### config.mk
export PLATFORM = sky130hd
export DESIGN_NAME = ob_xlate
export DESIGN_NICKNAME = d
export VERILOG_FILES = /design/src/rtl/ob_xlate_pkg.sv /design/src/rtl/ob_xlate_regs.sv /design/src/rtl/ob_xlate_lookup.sv /design/src/rtl/ob_xlate.sv
export SDC_FILE = /design/constraint.sdc
export NUM_CORES = 2
export LEC_CHECK = 0
export ABC_AREA = 1
export BUFFER_PORTS_ARGS = -buffer_cell sky130_fd_sc_hd__buf_2
export CAP_MARGIN = 10
export CORE_ASPECT_RATIO = 0.6
export CORE_UTILIZATION = 56
export DETAILED_ROUTE_END_ITERATION = 6
export GPL_TIMING_DRIVEN = 0
export PLACE_DENSITY = 0.75
export SLEW_MARGIN = 20
export SYNTH_ARGS = -nofsm -noshare
export SYNTH_HDL_FRONTEND = slang
export SYNTH_HIERARCHICAL = 1
export SYNTH_SLANG_ARGS = --single-unit
export TNS_END_PERCENT = 20
### constraint.sdc
create_clock -name clk -period 9.1 [get_ports clk]
set_input_delay 0.455 -clock clk [delete_from_list [all_inputs] [get_ports clk]]
set_output_delay 0.455 -clock clk [all_outputs]
set_load 0.03 [all_outputs]
### src/rtl/ob_xlate_pkg.sv
package ob_xlate_pkg;

  localparam int CSR_AW = 12;
  localparam int WORD_W = 32;
  localparam int KIND_W = 3;

  localparam logic [CSR_AW-1:0] OFF_SEL   = 12'h900;
  localparam logic [CSR_AW-1:0] OFF_KIND  = 12'h904;
  localparam logic [CSR_AW-1:0] OFF_CTRL  = 12'h908;
  localparam logic [CSR_AW-1:0] OFF_BLO   = 12'h90C;
  localparam logic [CSR_AW-1:0] OFF_BHI   = 12'h910;
  localparam logic [CSR_AW-1:0] OFF_LAST  = 12'h914;
  localparam logic [CSR_AW-1:0] OFF_DLO   = 12'h918;
  localparam logic [CSR_AW-1:0] OFF_DHI   = 12'h91C;

  localparam logic [KIND_W-1:0] KIND_MEM  = 3'd0;
  localparam logic [KIND_W-1:0] KIND_IO   = 3'd2;
  localparam logic [KIND_W-1:0] KIND_CFG0 = 3'd4;
  localparam logic [KIND_W-1:0] KIND_CFG1 = 3'd5;

  // Fields the lookup path needs from one window
  typedef struct packed {
    logic              en;
    logic [KIND_W-1:0] kind;
    logic [63:0]       start;
    logic [31:0]       last_lo;
    logic [63:0]       dest;
  } win_t;

endpackage

### src/rtl/ob_xlate_regs.sv
module ob_xlate_regs
  import ob_xlate_pkg::*;
#(
  parameter int NUM_WIN = 2,
  parameter int IDX_W   = 8
) (
  input  logic                      clk,
  input  logic                      rst,
  input  logic                      csr_wr,
  input  logic                      csr_rd,
  input  logic [CSR_AW-1:0]         csr_addr,
  input  logic [WORD_W-1:0]         csr_wdata,
  output logic [WORD_W-1:0]         csr_rdata,
  output win_t [NUM_WIN-1:0]        wins_o
);

  localparam int PAD_W = WORD_W - 1 - IDX_W;

  logic             sel_dir;
  logic [IDX_W-1:0] sel_idx;
  logic             sel_ok;
  logic [WORD_W-1:0] rd_words [NUM_WIN];
  logic [WORD_W-1:0] rd_val;

  assign sel_ok = !sel_dir && ({1'b0, sel_idx} < (IDX_W+1)'(NUM_WIN));

  always_ff @(posedge clk) begin
    if (rst) begin
      sel_dir <= 1'b0;
      sel_idx <= '0;
    end else if (csr_wr && csr_addr == OFF_SEL) begin
      sel_dir <= csr_wdata[WORD_W-1];
      sel_idx <= csr_wdata[IDX_W-1:0];
    end
  end

  for (genvar g = 0; g < NUM_WIN; g++) begin : g_win
    win_t        w_q;
    logic        mode_q;
    logic        picked;
    logic [WORD_W-1:0] rd_g;

    assign picked = sel_ok && (sel_idx == IDX_W'(g));

    always_ff @(posedge clk) begin
      if (rst) begin
        w_q    <= '0;
        mode_q <= 1'b0;
      end else if (csr_wr && picked) begin
        case (csr_addr)
          OFF_KIND: w_q.kind          <= csr_wdata[KIND_W-1:0];
          OFF_CTRL: begin
            w_q.en <= csr_wdata[31];
            mode_q <= csr_wdata[30];
          end
          OFF_BLO:  w_q.start[31:0]   <= csr_wdata;
          OFF_BHI:  w_q.start[63:32]  <= csr_wdata;
          OFF_LAST: w_q.last_lo       <= csr_wdata;
          OFF_DLO:  w_q.dest[31:0]    <= csr_wdata;
          OFF_DHI:  w_q.dest[63:32]   <= csr_wdata;
          default: ;
        endcase
      end
    end

    always_comb begin
      case (csr_addr)
        OFF_KIND: rd_g = {{(WORD_W-KIND_W){1'b0}}, w_q.kind};
        OFF_CTRL: rd_g = {w_q.en, mode_q, {(WORD_W-2){1'b0}}};
        OFF_BLO:  rd_g = w_q.start[31:0];
        OFF_BHI:  rd_g = w_q.start[63:32];
        OFF_LAST: rd_g = w_q.last_lo;
        OFF_DLO:  rd_g = w_q.dest[31:0];
        OFF_DHI:  rd_g = w_q.dest[63:32];
        default:  rd_g = '0;
      endcase
    end

    assign rd_words[g] = rd_g;
    assign wins_o[g]   = w_q;
  end

  always_comb begin
    rd_val = '0;
    if (csr_addr == OFF_SEL) begin
      rd_val = {sel_dir, {PAD_W{1'b0}}, sel_idx};
    end else if (sel_ok) begin
      for (int i = 0; i < NUM_WIN; i++) begin
        if (sel_idx == IDX_W'(i)) rd_val = rd_words[i];
      end
    end
  end

  always_ff @(posedge clk) begin
    if (rst)         csr_rdata <= '0;
    else if (csr_rd) csr_rdata <= rd_val;
  end


  stray_write_chk: assert property (@(posedge clk) disable iff (rst)
    (csr_wr && !sel_ok) |=> $stable(wins_o));


  stray_read_chk: assert property (@(posedge clk) disable iff (rst)
    (csr_rd && !sel_ok && csr_addr != OFF_SEL) |=> (csr_rdata == '0));

endmodule

### src/rtl/ob_xlate_lookup.sv
module ob_xlate_lookup
  import ob_xlate_pkg::*;
#(
  parameter int NUM_WIN = 2
) (
  input  logic               clk,
  input  logic               rst,
  input  win_t [NUM_WIN-1:0] wins,
  input  logic               req_valid,
  input  logic [63:0]        req_addr,
  output logic               rsp_valid,
  output logic               rsp_hit,
  output logic [63:0]        rsp_addr,
  output logic [KIND_W-1:0]  rsp_kind,
  output logic [7:0]         rsp_bus,
  output logic [4:0]         rsp_dev,
  output logic [2:0]         rsp_fn
);

  localparam int SEL_W = (NUM_WIN > 1) ? $clog2(NUM_WIN) : 1;

  logic [NUM_WIN-1:0] hit_vec;
  logic [NUM_WIN-1:0] en_vec;
  logic [SEL_W-1:0]   win_sel;
  win_t               w;
  logic [63:0]        xl_addr;
  logic               is_cfg;

  for (genvar g = 0; g < NUM_WIN; g++) begin : g_cmp
    logic [63:0] top_addr;
    assign top_addr   = {wins[g].start[63:32], wins[g].last_lo};
    assign en_vec[g]  = wins[g].en;
    assign hit_vec[g] = wins[g].en && (req_addr >= wins[g].start) &&
                        (req_addr <= top_addr);
  end

  // lowest index has priority: scan downward so it is assigned last
  always_comb begin
    win_sel = '0;
    for (int i = NUM_WIN - 1; i >= 0; i--) begin
      if (hit_vec[i]) win_sel = SEL_W'(i);
    end
  end

  assign w       = wins[win_sel];
  assign xl_addr = w.dest + (req_addr - w.start);
  assign is_cfg  = (w.kind == KIND_CFG0) || (w.kind == KIND_CFG1);

  always_ff @(posedge clk) begin
    if (rst) begin
      rsp_valid <= 1'b0;
      rsp_hit   <= 1'b0;
      rsp_addr  <= '0;
      rsp_kind  <= KIND_MEM;
      rsp_bus   <= '0;
      rsp_dev   <= '0;
      rsp_fn    <= '0;
    end else begin
      rsp_valid <= req_valid;
      if (req_valid) begin
        if (|hit_vec) begin
          rsp_hit  <= 1'b1;
          rsp_addr <= xl_addr;
          rsp_kind <= w.kind;
          rsp_bus  <= is_cfg ? w.dest[31:24] : 8'd0;
          rsp_dev  <= is_cfg ? w.dest[23:19] : 5'd0;
          rsp_fn   <= is_cfg ? w.dest[18:16] : 3'd0;
        end else begin
          rsp_hit  <= 1'b0;
          rsp_addr <= req_addr;
          rsp_kind <= KIND_MEM;
          rsp_bus  <= '0;
          rsp_dev  <= '0;
          rsp_fn   <= '0;
        end
      end
    end
  end


  rsp_follow_chk: assert property (@(posedge clk) disable iff (rst)
    req_valid |=> rsp_valid);


  rsp_quiet_chk: assert property (@(posedge clk) disable iff (rst)
    !req_valid |=> !rsp_valid);


  miss_pass_chk: assert property (@(posedge clk) disable iff (rst)
    (req_valid && hit_vec == '0) |=> (!rsp_hit && rsp_addr == $past(req_addr)));


  all_off_chk: assert property (@(posedge clk) disable iff (rst)
    (req_valid && en_vec == '0) |=> !rsp_hit);


  plain_kind_chk: assert property (@(posedge clk) disable iff (rst)
    (rsp_valid && rsp_kind != KIND_CFG0 && rsp_kind != KIND_CFG1)
      |-> (rsp_bus == '0 && rsp_dev == '0 && rsp_fn == '0));

endmodule

### src/rtl/ob_xlate.sv
module ob_xlate
  import ob_xlate_pkg::*;
#(
  parameter int NUM_WIN = 2,
  parameter int IDX_W   = 8
) (
  input  logic         clk,
  input  logic         rst,
  input  logic         csr_wr,
  input  logic         csr_rd,
  input  logic [11:0]  csr_addr,
  input  logic [31:0]  csr_wdata,
  output logic [31:0]  csr_rdata,
  input  logic         req_valid,
  input  logic [63:0]  req_addr,
  output logic         rsp_valid,
  output logic         rsp_hit,
  output logic [63:0]  rsp_addr,
  output logic [2:0]   rsp_kind,
  output logic [7:0]   rsp_bus,
  output logic [4:0]   rsp_dev,
  output logic [2:0]   rsp_fn
);

  win_t [NUM_WIN-1:0] wins;

  ob_xlate_regs #(.NUM_WIN(NUM_WIN), .IDX_W(IDX_W)) u_regs (
    .clk       (clk),
    .rst       (rst),
    .csr_wr    (csr_wr),
    .csr_rd    (csr_rd),
    .csr_addr  (csr_addr),
    .csr_wdata (csr_wdata),
    .csr_rdata (csr_rdata),
    .wins_o    (wins)
  );

  ob_xlate_lookup #(.NUM_WIN(NUM_WIN)) u_lookup (
    .clk       (clk),
    .rst       (rst),
    .wins      (wins),
    .req_valid (req_valid),
    .req_addr  (req_addr),
    .rsp_valid (rsp_valid),
    .rsp_hit   (rsp_hit),
    .rsp_addr  (rsp_addr),
    .rsp_kind  (rsp_kind),
    .rsp_bus   (rsp_bus),
    .rsp_dev   (rsp_dev),
    .rsp_fn    (rsp_fn)
  );

endmodule

==> results.md <==
- IR analysis of the VDD net gives a maximum drop of approximately 150 uV.
- Dividing total power by cell area gives a power density of roughly 140 nW/um^2.
- The worst setup path is launched from a register.
- The number of nets at the end of the flow is approximately 5400.
- After filler insertion, the fill cell instance count of the layout stands at about 5300.
- The most numerous cell on the critical path is sky130_fd_sc_hd__a21oi_1.
- The slowest stage of the critical path belongs to the cell sky130_fd_sc_hd__clkbuf_1.
- Routability-driven placement finished with a final weighted congestion of 1.118.
- The pin count of the biggest net entering global routing is 16.
- The class of the most critical hold timing path is input pin to register.
- Setup repair after global routing left no endpoint under its margin.
- The total global-route track usage is 0.5350.
- The first routing iteration left 6988 violations.
- The clock net in this run drives a total of about 460 sinks.
- The pre-antenna-repair detailed-routing pass consisted of 7 iterations.
- Summed over all layers, the routed wires come to roughly 160000 um.
- Along the worst path, the maximum fanout reaches 10.
- The wire length of the first global-routing pass is approximately 220000 um.
- The power after layout is between 0.004 and 0.005 W.
- In the layout the commonest cells are 733 x sky130_fd_sc_hd__inv_1, 701 x sky130_fd_sc_hd__nand2_1, 596 x sky130_fd_sc_hd__o21ai_0, 591 x sky130_fd_sc_hd__a21oi_1, 590 x sky130_fd_sc_hd__nor2_1.
- The initial antenna violation count is 8.
- Clock tree synthesis inserted a total of between 40 and 50 buffers.
- The total number of vias is between 30000 and 40000.
- After routing the design area is 35210 sq um.
- In this run the core area contains 67 standard-cell rows.
- The cell type group with the largest total delay on the critical path is compound AO/OA/AOI/OAI gates.
- The number of nets still failing antenna checks after routing is 0.
- The vias per cell is 6.322.
- The delay of the slowest cell on the worst path is 0.74 ns.
- After synthesis the netlist holds a flip-flop and latch count of around 460.
- The count of synthesis-stage warnings from yosys is 6.
- The post-synthesis cell type count is 60.
- The synthesized area per cell is around 6.7 sq um.
- The run finished, with violations left.
- Clock skew on the completed layout was measured at between 0.03 and 0.04 ns.
- The sequential element share of the synthesized area is 0.2872.
- The clock transition at the registers of the reported paths is about 0.070 ns.
- The transition time at the pin with the least slew margin is 1.420 ns.
- The wire-length estimate of the detail-placed layout is roughly 130000 um.
- The critical path data arrival time is roughly 9.7 ns.
- The H-tree depth is 2.
- The synthesized netlist occupies a cell area of approximately 32000 sq um.
- The number of hold-repair buffers added at the cts stage is 0.
- The worst pin sits at a relative slew slack of 0.04783.
- The sum of buffers and inverters on the critical path is 5.
- The total DRC errors in the routed layout is 24.
- The most frequent standard cell in the layout excluding fill and tap cells is sky130_fd_sc_hd__inv_1.
- In this run the horizontal extent of the chip is 309.6 um.
- The proportion of synthesized flip-flops having asynchronous set or reset is 0.
- The minimum period implied by the final worst setup slack is about 9.2 ns.
- For this run the aggregate overflow at the end of global routing stands at 0.
- The number of hold violations in the final report was 0.
- Max-cap violations in this run came to 0.
- The die covers just under 60000 sq um.
- The classification of the worst setup path is register to register.
- In this run, synthesis inferred 0 flip-flops with an integrated enable.
- The root buffer cell chosen for the clock tree is sky130_fd_sc_hd__clkbuf_16.
- The via count of the first global-routing pass is 32429.
- Relative to the synthesized area, the layout overhead comes to 10.78%.
- In this run the cell area measured after placement is 33760 sq um.
- The maximum number of buffers from clock root to sink is 3.
- Once routing completed, OpenROAD measured the worst setup slack at -0.1054 ns.
- The fraction of layout instances using a drive strength above 1 is 0.08404.
- The number of max-slew violations in the final report was 0.
- The final reports fail on DRC, setup timing.
- Counting every instance in the synthesized netlist gives approximately 4800.
- The clock tree from TritonCTS is yes.
- Counting every net in the synthesized netlist gives 5195.
- Setup violations remaining at the end of the flow were counted as 1.
- The count of buffers added on input and output ports is 204.
- The initial cell density of the core is 0.5684.
- For the worst setup path, the data required time is 9.63 ns.
- The final period utilization is 1.012.
- The core region is between 50000 and 60000 sq um.
- The routed wire length per instance is 27.31 um.
- The clock latency at the later pin of the worst-skew pair is ~0.63 ns.
- The leakage power is approximately 15 nW.
- The capturing element type of the critical path is a register.
- The predominant post-synthesis flop cell is sky130_fd_sc_hd__dfxtp_1.
- For this run, the top clock speed supported by timing is 0.1086 GHz.
- The die is around 190 um tall.
- The I/O pin count is 230.
[layout make-up]
type | instances | area, sq um | share of cell area
Multi-Input combinational cell | 3311 | 18810 | 0.5342
Sequential cell | 456 | 9129 | 0.2593
Inverter | 749 | 2815 | 0.07995
Clock buffer | 62 | 1279 | 0.03632
Buffer | 247 | 1046 | 0.02971
Timing Repair Buffer | 204 | 1021 | 0.02900
Tap cell | 759 | 949.7 | 0.02697
Clock inverter | 16 | 153.9 | 0.004371
Antenna cell | 3 | 7.507 | 0.0002132
[layer usage]
layer	vias up	GRT usage	share of wire
met1	16755	0.7406	0.39
met3	512	0.3278	0.22
met2	3365	0.6242	0.33
met4	16	0.2460	0.056
li1	16062	-	-
met5	-	0.06645	0.0037
[cell usage after synthesis (2+ instances only)]
cell type / instances / area [sq um]
sky130_fd_sc_hd__buf_4: 2 / 15.01
sky130_fd_sc_hd__nor2_1: 590 / 2215
sky130_fd_sc_hd__dfxtp_1: 456 / 9129
sky130_fd_sc_hd__nand4_1: 25 / 156.4
sky130_fd_sc_hd__nand3_1: 100 / 500.5
sky130_fd_sc_hd__a21oi_2: 30 / 262.8
sky130_fd_sc_hd__fa_1: 63 / 1261
sky130_fd_sc_hd__a21oi_1: 591 / 2958
sky130_fd_sc_hd__nand2_1: 701 / 2631
sky130_fd_sc_hd__nor2_2: 5 / 31.28
sky130_fd_sc_hd__nor4_1: 4 / 25.02
sky130_fd_sc_hd__a221oi_1: 5 / 43.79
sky130_fd_sc_hd__nand3b_1: 2 / 15.01
sky130_fd_sc_hd__a21boi_0: 4 / 30.03
sky130_fd_sc_hd__a21boi_1: 2 / 15.01
sky130_fd_sc_hd__o21ai_0: 599 / 2998
sky130_fd_sc_hd__a31oi_1: 14 / 87.58
sky130_fd_sc_hd__o21bai_1: 9 / 67.56
sky130_fd_sc_hd__buf_1: 27 / 101.4
sky130_fd_sc_hd__a21o_1: 22 / 165.2
sky130_fd_sc_hd__inv_2: 12 / 45.04
sky130_fd_sc_hd__and2_1: 2 / 12.51
sky130_fd_sc_hd__inv_1: 733 / 2751
sky130_fd_sc_hd__o221ai_1: 3 / 26.28
sky130_fd_sc_hd__buf_6: 3 / 33.78
sky130_fd_sc_hd__o22ai_1: 89 / 556.8
sky130_fd_sc_hd__a311oi_1: 2 / 17.52
sky130_fd_sc_hd__ha_1: 256 / 3203
sky130_fd_sc_hd__buf_2: 37 / 185.2
sky130_fd_sc_hd__buf_8: 2 / 30.03
sky130_fd_sc_hd__o211ai_1: 19 / 142.6
sky130_fd_sc_hd__o21a_1: 16 / 120.1
sky130_fd_sc_hd__nand3_2: 30 / 300.3
sky130_fd_sc_hd__nand2_2: 4 / 25.02
sky130_fd_sc_hd__nor3_2: 4 / 40.04
sky130_fd_sc_hd__o21ai_1: 39 / 195.2
sky130_fd_sc_hd__xor2_1: 17 / 148.9
sky130_fd_sc_hd__clkinv_1: 2 / 7.510
sky130_fd_sc_hd__clkbuf_1: 175 / 656.9
sky130_fd_sc_hd__nor2_4: 6 / 67.56
sky130_fd_sc_hd__xnor2_1: 26 / 227.7
sky130_fd_sc_hd__nor3_1: 17 / 85.08
[path summary, 6_finish.rpt]
kind | startpoint | to | slack (ns) | cells past startpoint
min | csr_wdata[30] | u_regs/g_win[1].mode_q | 0.13 | 3
max | u_regs/wins_o[79] | u_lookup/rsp_addr[35] | -0.11 | 28
max reg2reg | u_regs/wins_o[79] | u_lookup/rsp_addr[35] | -0.11 | 28
min reg2reg | u_lookup/rsp_addr[8] | u_lookup/rsp_addr[8] | 0.46 | 2
[flip-flops by register name, summed over array words and instances, names as in the netlist, 2 cells and up]
register	flops
u_lookup/rsp_dev	5
u_regs/csr_rdata	32
u_lookup/rsp_bus	8
u_regs/g_win.mode_q	2
u_regs/wins_o	328
u_regs/sel_idx	8
u_lookup/rsp_kind	3
u_lookup/rsp_addr	64
u_lookup/rsp_fn	3
[report_power, final]
group | internal (W) | leakage [nW] | switching, W | total (W)
clock | 0.00104 | 0.709 | 0.000884 | 0.00192
sequential | 0.00201 | 3.68 | 0.00000896 | 0.00202
combinational | 0.000241 | 10.2 | 0.000663 | 0.000904
[logic make-up (layout without fill, tap and decap cells)]
| logic type | after synthesis | in the layout | share of synthesized area |
|---|---|---|---|
| compound gates | 1450 | 1450 | 0.2440 |
| simple gates | 1498 | 1498 | 0.1948 |
| fa+ha+maj | 319 | 319 | 0.1405 |
| flops | 456 | 456 | 0.2872 |
| buf+inv | 996 | 1278 | 0.1214 |
| other cells | 0 | 3 | 0 |
| xor+xnor | 43 | 43 | 0.01185 |
| mux | 1 | 1 | 0.0003149 |
[stage by stage]
stage               setup WS, ns  cells  utilization  hold slack (ns)  TNS (ns)
CTS                       0.7256   5804       0.6294           0.1357         0
detailed placement        0.4414   5726       0.6038           0.4520         0
floorplan                  4.404   4763            -           0.4298         0
global route             0.07797   5807       0.6297           0.1634         0
global placement          0.3819   5726       0.6037           0.4445         0
finish                   -0.1054   5807       0.6297           0.1340   -0.1054
[tightest hold or removal path: stages]
cell,delay [ns]
sky130_fd_sc_hd__buf_2,0.10
sky130_fd_sc_hd__o21ai_0,0.08
sky130_fd_sc_hd__a21oi_1,0.10
[what timing repair did]
item,CTS,global route
setup buffers,0,0
resized for setup,0,1
endpoints found under the hold margin,0,0
setup endpoints to repair,0,1
Note: power is estimated with default switching activity, not from simulation.
